**src/rtl/spare_gap_pkg.sv**
```systemverilog
package spare_gap_pkg;

    localparam int GAP_BYTES = 4;

    typedef enum logic {
        MODE_INSERT  = 1'b0,
        MODE_EXTRACT = 1'b1
    } repack_mode_e;

    typedef enum logic [1:0] {
        SLOT_DATA     = 2'd0,
        SLOT_GAP_HEAD = 2'd1,
        SLOT_GAP_TAIL = 2'd2
    } slot_kind_e;

    typedef struct packed {
        logic emit;
        logic consume;
        logic capture;
    } slot_action_t;

    function automatic slot_action_t slot_action(repack_mode_e m, slot_kind_e k);
        slot_action_t a;
        a = '0;
        case (k)
            SLOT_DATA: begin
                a.emit    = 1'b1;
                a.consume = 1'b1;
            end
            SLOT_GAP_HEAD: begin
                a.emit    = (m == MODE_INSERT);
                a.consume = (m == MODE_EXTRACT);
                a.capture = (m == MODE_EXTRACT);
            end
            default: begin
                a.emit    = (m == MODE_INSERT);
                a.consume = (m == MODE_EXTRACT);
            end
        endcase
        return a;
    endfunction

endpackage

```
**src/rtl/repack_sequencer.sv**
```systemverilog
module repack_sequencer
    import spare_gap_pkg::*;
#(
    parameter int MAX_SPARE  = 128,
    parameter int MAX_CHUNKS = 16,
    localparam int SW = $clog2(MAX_SPARE + 1),
    localparam int NW = $clog2(MAX_CHUNKS + 1),
    localparam int IW = $clog2(MAX_CHUNKS)
) (
    input  logic          clk,
    input  logic          rst,
    input  repack_mode_e  cfg_mode,
    input  logic [SW-1:0] cfg_spare,
    input  logic [NW-1:0] cfg_chunks,
    input  logic          step,
    output repack_mode_e  cur_mode,
    output slot_kind_e    cur_kind,
    output logic [IW-1:0] chunk_idx,
    output logic          last_slot,
    output logic          busy
);
    localparam int PW = $clog2(MAX_SPARE + GAP_BYTES);

    logic [PW-1:0] pos_q;
    logic [IW-1:0] chunk_q;
    logic          busy_q;
    repack_mode_e  mode_q;
    logic [SW-1:0] spare_q;
    logic [NW-1:0] chunks_q;

    logic [SW-1:0] eff_spare;
    logic [NW-1:0] eff_chunks;
    logic [PW-1:0] spare_pos;
    logic [PW-1:0] end_pos;
    logic          end_of_chunk;
    logic          last_chunk;

    // While idle the live configuration is used, so the first slot decodes correctly
    assign cur_mode   = busy_q ? mode_q : cfg_mode;
    assign eff_spare  = busy_q ? spare_q : cfg_spare;
    assign eff_chunks = busy_q ? chunks_q : cfg_chunks;

    assign spare_pos    = PW'(eff_spare);
    assign end_pos      = spare_pos + PW'(GAP_BYTES - 1);
    assign end_of_chunk = (pos_q == end_pos);
    assign last_chunk   = (NW'(chunk_q) == (eff_chunks - NW'(1)));
    assign last_slot    = end_of_chunk && last_chunk;

    always_comb begin
        if (pos_q < spare_pos)       cur_kind = SLOT_DATA;
        else if (pos_q == spare_pos) cur_kind = SLOT_GAP_HEAD;
        else                         cur_kind = SLOT_GAP_TAIL;
    end

    always_ff @(posedge clk) begin
        if (rst) begin
            pos_q    <= '0;
            chunk_q  <= '0;
            busy_q   <= 1'b0;
            mode_q   <= MODE_INSERT;
            spare_q  <= '0;
            chunks_q <= '0;
        end else if (step) begin
            if (!busy_q) begin
                busy_q   <= 1'b1;
                mode_q   <= cfg_mode;
                spare_q  <= cfg_spare;
                chunks_q <= cfg_chunks;
            end
            if (end_of_chunk) begin
                pos_q <= '0;
                if (last_chunk) begin
                    chunk_q <= '0;
                    busy_q  <= 1'b0;
                end else begin
                    chunk_q <= chunk_q + IW'(1);
                end
            end else begin
                pos_q <= pos_q + PW'(1);
            end
        end
    end

    assign chunk_idx = chunk_q;
    assign busy      = busy_q;

endmodule

```
**src/rtl/byte_out_stage.sv**
```systemverilog
module byte_out_stage #(
    parameter int DW = 8
) (
    input  logic          clk,
    input  logic          rst,
    input  logic          load,
    input  logic [DW-1:0] load_data,
    input  logic          out_ready,
    output logic          out_valid,
    output logic [DW-1:0] out_data,
    output logic          slot_free
);
    logic          valid_q;
    logic [DW-1:0] data_q;

    always_ff @(posedge clk) begin
        if (rst) begin
            valid_q <= 1'b0;
            data_q  <= '0;
        end else if (load) begin
            valid_q <= 1'b1;
            data_q  <= load_data;
        end else if (out_ready) begin
            valid_q <= 1'b0;
        end
    end

    assign slot_free = !valid_q || out_ready;
    assign out_valid = valid_q;
    assign out_data  = data_q;

endmodule

```
**src/rtl/status_capture.sv**
```systemverilog
module status_capture #(
    parameter int DW = 8,
    parameter int IW = 4
) (
    input  logic          clk,
    input  logic          rst,
    input  logic          capture,
    input  logic [DW-1:0] cap_byte,
    input  logic [IW-1:0] cap_index,
    output logic          stat_valid,
    output logic [DW-1:0] stat_data,
    output logic [IW-1:0] stat_index
);
    always_ff @(posedge clk) begin
        if (rst) begin
            stat_valid <= 1'b0;
            stat_data  <= '0;
            stat_index <= '0;
        end else begin
            stat_valid <= capture;
            if (capture) begin
                stat_data  <= cap_byte;
                stat_index <= cap_index;
            end
        end
    end

endmodule

```
**src/rtl/spare_gap_repacker.sv**
```systemverilog
module spare_gap_repacker
    import spare_gap_pkg::*;
#(
    parameter int MAX_SPARE  = 128,
    parameter int MAX_CHUNKS = 16,
    localparam int SW = $clog2(MAX_SPARE + 1),
    localparam int NW = $clog2(MAX_CHUNKS + 1),
    localparam int IW = $clog2(MAX_CHUNKS)
) (
    input  logic          clk,
    input  logic          rst,
    input  logic          mode_extract,
    input  logic [SW-1:0] cfg_spare,
    input  logic [NW-1:0] cfg_chunks,
    input  logic          in_valid,
    input  logic [7:0]    in_data,
    output logic          in_ready,
    output logic          out_valid,
    output logic [7:0]    out_data,
    input  logic          out_ready,
    output logic          stat_valid,
    output logic [7:0]    stat_data,
    output logic [IW-1:0] stat_index,
    output logic          frame_done
);
    repack_mode_e  seq_mode;
    slot_kind_e    seq_kind;
    logic [IW-1:0] seq_chunk;
    logic          seq_last;
    logic          seq_busy;
    slot_action_t  act;
    logic          slot_free;
    logic          step;
    logic          done_q;

    repack_sequencer #(
        .MAX_SPARE  (MAX_SPARE),
        .MAX_CHUNKS (MAX_CHUNKS)
    ) seq_i (
        .clk        (clk),
        .rst        (rst),
        .cfg_mode   (repack_mode_e'(mode_extract)),
        .cfg_spare  (cfg_spare),
        .cfg_chunks (cfg_chunks),
        .step       (step),
        .cur_mode   (seq_mode),
        .cur_kind   (seq_kind),
        .chunk_idx  (seq_chunk),
        .last_slot  (seq_last),
        .busy       (seq_busy)
    );

    assign act = slot_action(seq_mode, seq_kind);

    // A slot that emits needs a free output register; a slot that consumes needs input
    assign in_ready = act.consume && (!act.emit || slot_free);
    assign step     = act.consume ? (in_valid && in_ready) : slot_free;

    byte_out_stage #(.DW(8)) out_i (
        .clk       (clk),
        .rst       (rst),
        .load      (step && act.emit),
        .load_data (act.consume ? in_data : 8'h00),
        .out_ready (out_ready),
        .out_valid (out_valid),
        .out_data  (out_data),
        .slot_free (slot_free)
    );

    status_capture #(.DW(8), .IW(IW)) stat_i (
        .clk        (clk),
        .rst        (rst),
        .capture    (step && act.capture),
        .cap_byte   (in_data),
        .cap_index  (seq_chunk),
        .stat_valid (stat_valid),
        .stat_data  (stat_data),
        .stat_index (stat_index)
    );

    always_ff @(posedge clk) begin
        if (rst) done_q <= 1'b0;
        else     done_q <= step && seq_last;
    end

    assign frame_done = done_q;

endmodule

```
**config.mk**
```make
export PLATFORM = sky130hd
export DESIGN_NAME = spare_gap_repacker
export DESIGN_NICKNAME = d
export VERILOG_FILES = /design/src/rtl/spare_gap_pkg.sv /design/src/rtl/repack_sequencer.sv /design/src/rtl/byte_out_stage.sv /design/src/rtl/status_capture.sv /design/src/rtl/spare_gap_repacker.sv
export SDC_FILE = /design/constraint.sdc
export NUM_CORES = 1
export LEC_CHECK = 0
export BUFFER_PORTS_ARGS = -buffer_cell sky130_fd_sc_hd__buf_2
export CAP_MARGIN = 20
export CORE_MARGIN = 2
export CORE_UTILIZATION = 28
export CTS_CLUSTER_SIZE = 16
export DETAILED_ROUTE_END_ITERATION = 7
export PLACE_DENSITY_LB_ADDON = 0.15
export SLEW_MARGIN = 20
export SYNTH_ARGS = -nofsm -noshare
export SYNTH_HDL_FRONTEND = slang
export SYNTH_SLANG_ARGS = --single-unit
```
**constraint.sdc**
```tcl
create_clock -name clk -period 7 [get_ports clk]
set_clock_uncertainty 0.1 [all_clocks]
set_input_delay 0 -clock clk [delete_from_list [all_inputs] [get_ports clk]]
set_output_delay 0 -clock clk [all_outputs]
set_load 0.02 [all_outputs]
```
==> flow_summary.toml <==
[status]
status = "finished, final reports clean"

[synthesis]
netlist-cell-type-count = 46
synth-seq-area-share_pct = 37.0
ys_top_cells_by_area = "sky130_fd_sc_hd__dfxtp_1, sky130_fd_sc_hd__mux2i_1, sky130_fd_sc_hd__nor2_1, sky130_fd_sc_hd__ha_1, sky130_fd_sc_hd__xnor2_1"
post-synth-top-area-fraction_pct = 37.0
synth-edff-count = 0
mappedNetlistArea_mm2 = 0.00271
yosys_register_bits = 50
library_cell_occupying_the_most_area_in_the_post_synthesis_netlist = "sky130_fd_sc_hd__dfxtp_1"
syn_area_per_cell_um2 = 8.78
synthesis.yosys.warnings = 0
number_of_nets_in_the_synthesized_netlist = 346
dominantRegCellSynth = "sky130_fd_sc_hd__dfxtp_1"
syn_inst = 308
async_sr_flop_fraction_pct = 0

[timing]
max_slew_margin_pct = 38.3
hold-worst-slack_ns = 0.00742
fmax_mhz = 279
rsz0062_at_grt = "no"
setup-tns-final_ns = 0
layout_worst_path_cycle_share_pct = 51.1
report.final.slew_viol_count = 0
finalHoldViolCount = 0
worst_slew_pin_slew_ns = 0.922
setup_viol = 0
final_period_minus_worst_setup_slack_ns = 3.58

[clocking]
cts.clk_slew.worst_paths_ns = 0.11
cts-htree-levels = 2
cts_buffers = 5
cts-root-buf = "sky130_fd_sc_hd__clkbuf_8"
cts.hold.buffers_added = 13
clkLatencyLatePin_ns = 0.31
post_cts_resize_count = 0
cts_tree = "done"
cts_setup_buffers = 0
clockBufferDepth = 2
clkSinkCount = 50

[setup_path]
crit_chain = "buf_4 > mux2i_1 > ha_1 > xnor2_1 > xnor2_1 > or3_1 > a2111oi_4 > nand3_2 > or4b_1 > a21oi_1"
critPathArrivalTime_ns = 3.72
r2r_end = "seq_i.chunk_idx[0]"
crit_required_ns = 7.15
reg2reg_setup_slack_ns = 3.42
critPathCaptureType = "register"
crit_path_max_incr_delay_ns = 0.60
worstRegToRegCells = 10
cp.buffers_inverters = 1
crit_family = "simple AND/OR/NAND/NOR gates"
reg2reg_start = "seq_i.busy"
crit_path_max_fanout = 31
crit_type = "register to register"
cp-start-kind = "register"
critical_path.most_common_cell = "sky130_fd_sc_hd__xnor2_1"
critPathLaunch = "seq_i.busy"
timing.critical_path.slowest_stage_cell = "sky130_fd_sc_hd__or4b_1"

[drt]
finalWirelength_um = 6500
drt-wirelength-per-cell_um = 13.3
detail_route.drc_violations = 0
drt-pass1-iter-count = 4
route.detailed.vias_per_inst = 4.78
drt_iter0_markers = 185
drt.antenna.violating_nets = 0
vias = 2336

[global_routing]
grt_overflow = 0
grt_util_all_layers_pct = 12.7
antenna_found_initial = 0
pin_count_of_the_biggest_net_entering_global_routing = 63
grt_pass1_wl_um = 10600
number_of_global_route_vias_before_repair = 2167

[layout]
areaGrowthSynthToFinish_pct = 20.8
layout.core_utilization_pct = 35.0
design.final.nets = 397
post_route_cells_drive_above_1_share_pct = 17.8
diodes = 0
non_filler_cell_area_final_mm2 = 0.00327

[floorplanning]
core_mm2 = 0.00933
floorplan.die.width_um = 102
io-pin-count = 50
start_util_pct = 29.0
design.die.area_mm2 = 0.0105
num_rows = 35
overall_die_height_um = 102

[power]
power.density_cell_area_mw_per_mm2 = 190
totalPowerFinal_w = 0.000622
p_leak_nw = 1.38
max-vdd-ir-drop_mv = 0.0717

[min_path]
timing.hold.worst_path_depth = 3
worst_hold_path.endpoint = "seq_i.chunks_q[1]"
hold_path.class = "primary input to register"
hold_path.startpoint = "cfg_chunks[1]"

[placement]
port-buffer-count = 49
dpl_cell_area_mm2 = 0.00304
detailedPlacementHpwl_um = 4510
globalplace.congestion = 0.718

[job]
max_cap_viol_count = 0
-- cells in the final DEF, fill, tap and decap left out, drive strengths merged, types with 11 or more instances in the layout --
cell type / instances
a21oi: 15
buf: 50
xnor2: 16
dfxtp: 50
nand3: 11
nor2: 42
dlygate4sd3: 13
ha: 12
nor3: 11
mux2i: 25
nand2: 14
a211oi: 11
-- worst max path at each step --
stage / slack [ns] / endpoint / cells past startpoint
after global routing: 3.08 / seq_i.chunk_idx[0] / 10
final: 3.42 / seq_i.chunk_idx[0] / 10
after floorplan: 3.84 / seq_i.chunk_idx[0] / 10
after CTS: 3.36 / seq_i.chunk_idx[0] / 10
after detailed placement: 3.39 / seq_i.chunk_idx[0] / 10
after global placement: 3.33 / seq_i.pos_q[7] / 9
-- synthesized netlist by cell type (all sizes together), types with 2 or more instances --
cell type	number
nor3	11
and3b	2
clkbuf	16
xor2	3
nor3b	4
a22oi	8
a31oi	2
or3	5
inv	8
nand2b	2
o211ai	2
nor4bb	2
dfxtp	50
nor2b	3
a21oi	15
mux2i	25
and2	3
a211oi	11
nor2	42
o311ai	5
xnor2	16
o21ai	9
nand4	5
nand3	11
nand2	14
buf	3
ha	12
o31ai	2
and3	3
nand4b	5
-- worst register-to-register path, cell delays in order (launching register included) --
cell and delay [ns]:
sky130_fd_sc_hd__dfxtp_1 0.32, sky130_fd_sc_hd__buf_4 0.34, sky130_fd_sc_hd__mux2i_1 0.39, sky130_fd_sc_hd__ha_1 0.26, sky130_fd_sc_hd__xnor2_1 0.14, sky130_fd_sc_hd__xnor2_1 0.08
sky130_fd_sc_hd__or3_1 0.36, sky130_fd_sc_hd__a2111oi_4 0.34, sky130_fd_sc_hd__nand3_2 0.43, sky130_fd_sc_hd__or4b_1 0.61, sky130_fd_sc_hd__a21oi_1 0.14
-- area by class of cell --
type,instances,area (um^2)
inverter,8,30.0
sequential,50,1000
clock inverter,3,28.8
timing repair buffer,63,385
multi-input combinational,231,1590
clock buffer,5,68.8
fill,981,6060
tap,129,161
-- metal layers --
metal	wire length (um)	global-route usage [%]	part of all wire, %
met5	0	0	0
met4	52	3.18	0.80
met3	290	3.21	4.5
met2	2720	19.7	42
met1	3440	17.7	53
-- state kept, by name (all words and copies together) (netlist names), 4 cells and up --
signal and cells:
seq_i.pos_q 8, stat_i.stat_index 4, seq_i.chunks_q 5, seq_i.spare_q 8, out_i.out_data 8, stat_i.stat_data 8, seq_i.chunk_idx 4
-- where the power goes --
part | switching, W | internal, W
Sequential | 0.00000942 | 0.000298
Clock | 0.000111 | 0.0000744
Combinational | 0.0000744 | 0.0000556
-- kinds of logic (layout without fill, tap and decap cells) --
family	Yosys count	after routing	share of synthesized area, %
DFF	50	50	37.0
xor gates and xnor gates	19	19	6.15
and+or+nand+nor	115	115	22.1
AOI/OAI and AO/OA	59	59	15.2
buffers and inverters	27	79	4.21
muxes	26	26	9.81
adders and majority gates	12	12	5.55
-- stage by stage --
step	worst slack [ns]	std cells
floorplan	3.84	308
global placement	3.33	468
detailed placement	3.39	468
CTS	3.36	489
global route	3.08	489
finish	3.42	489
Note: power is estimated with default switching activity, not from simulation.
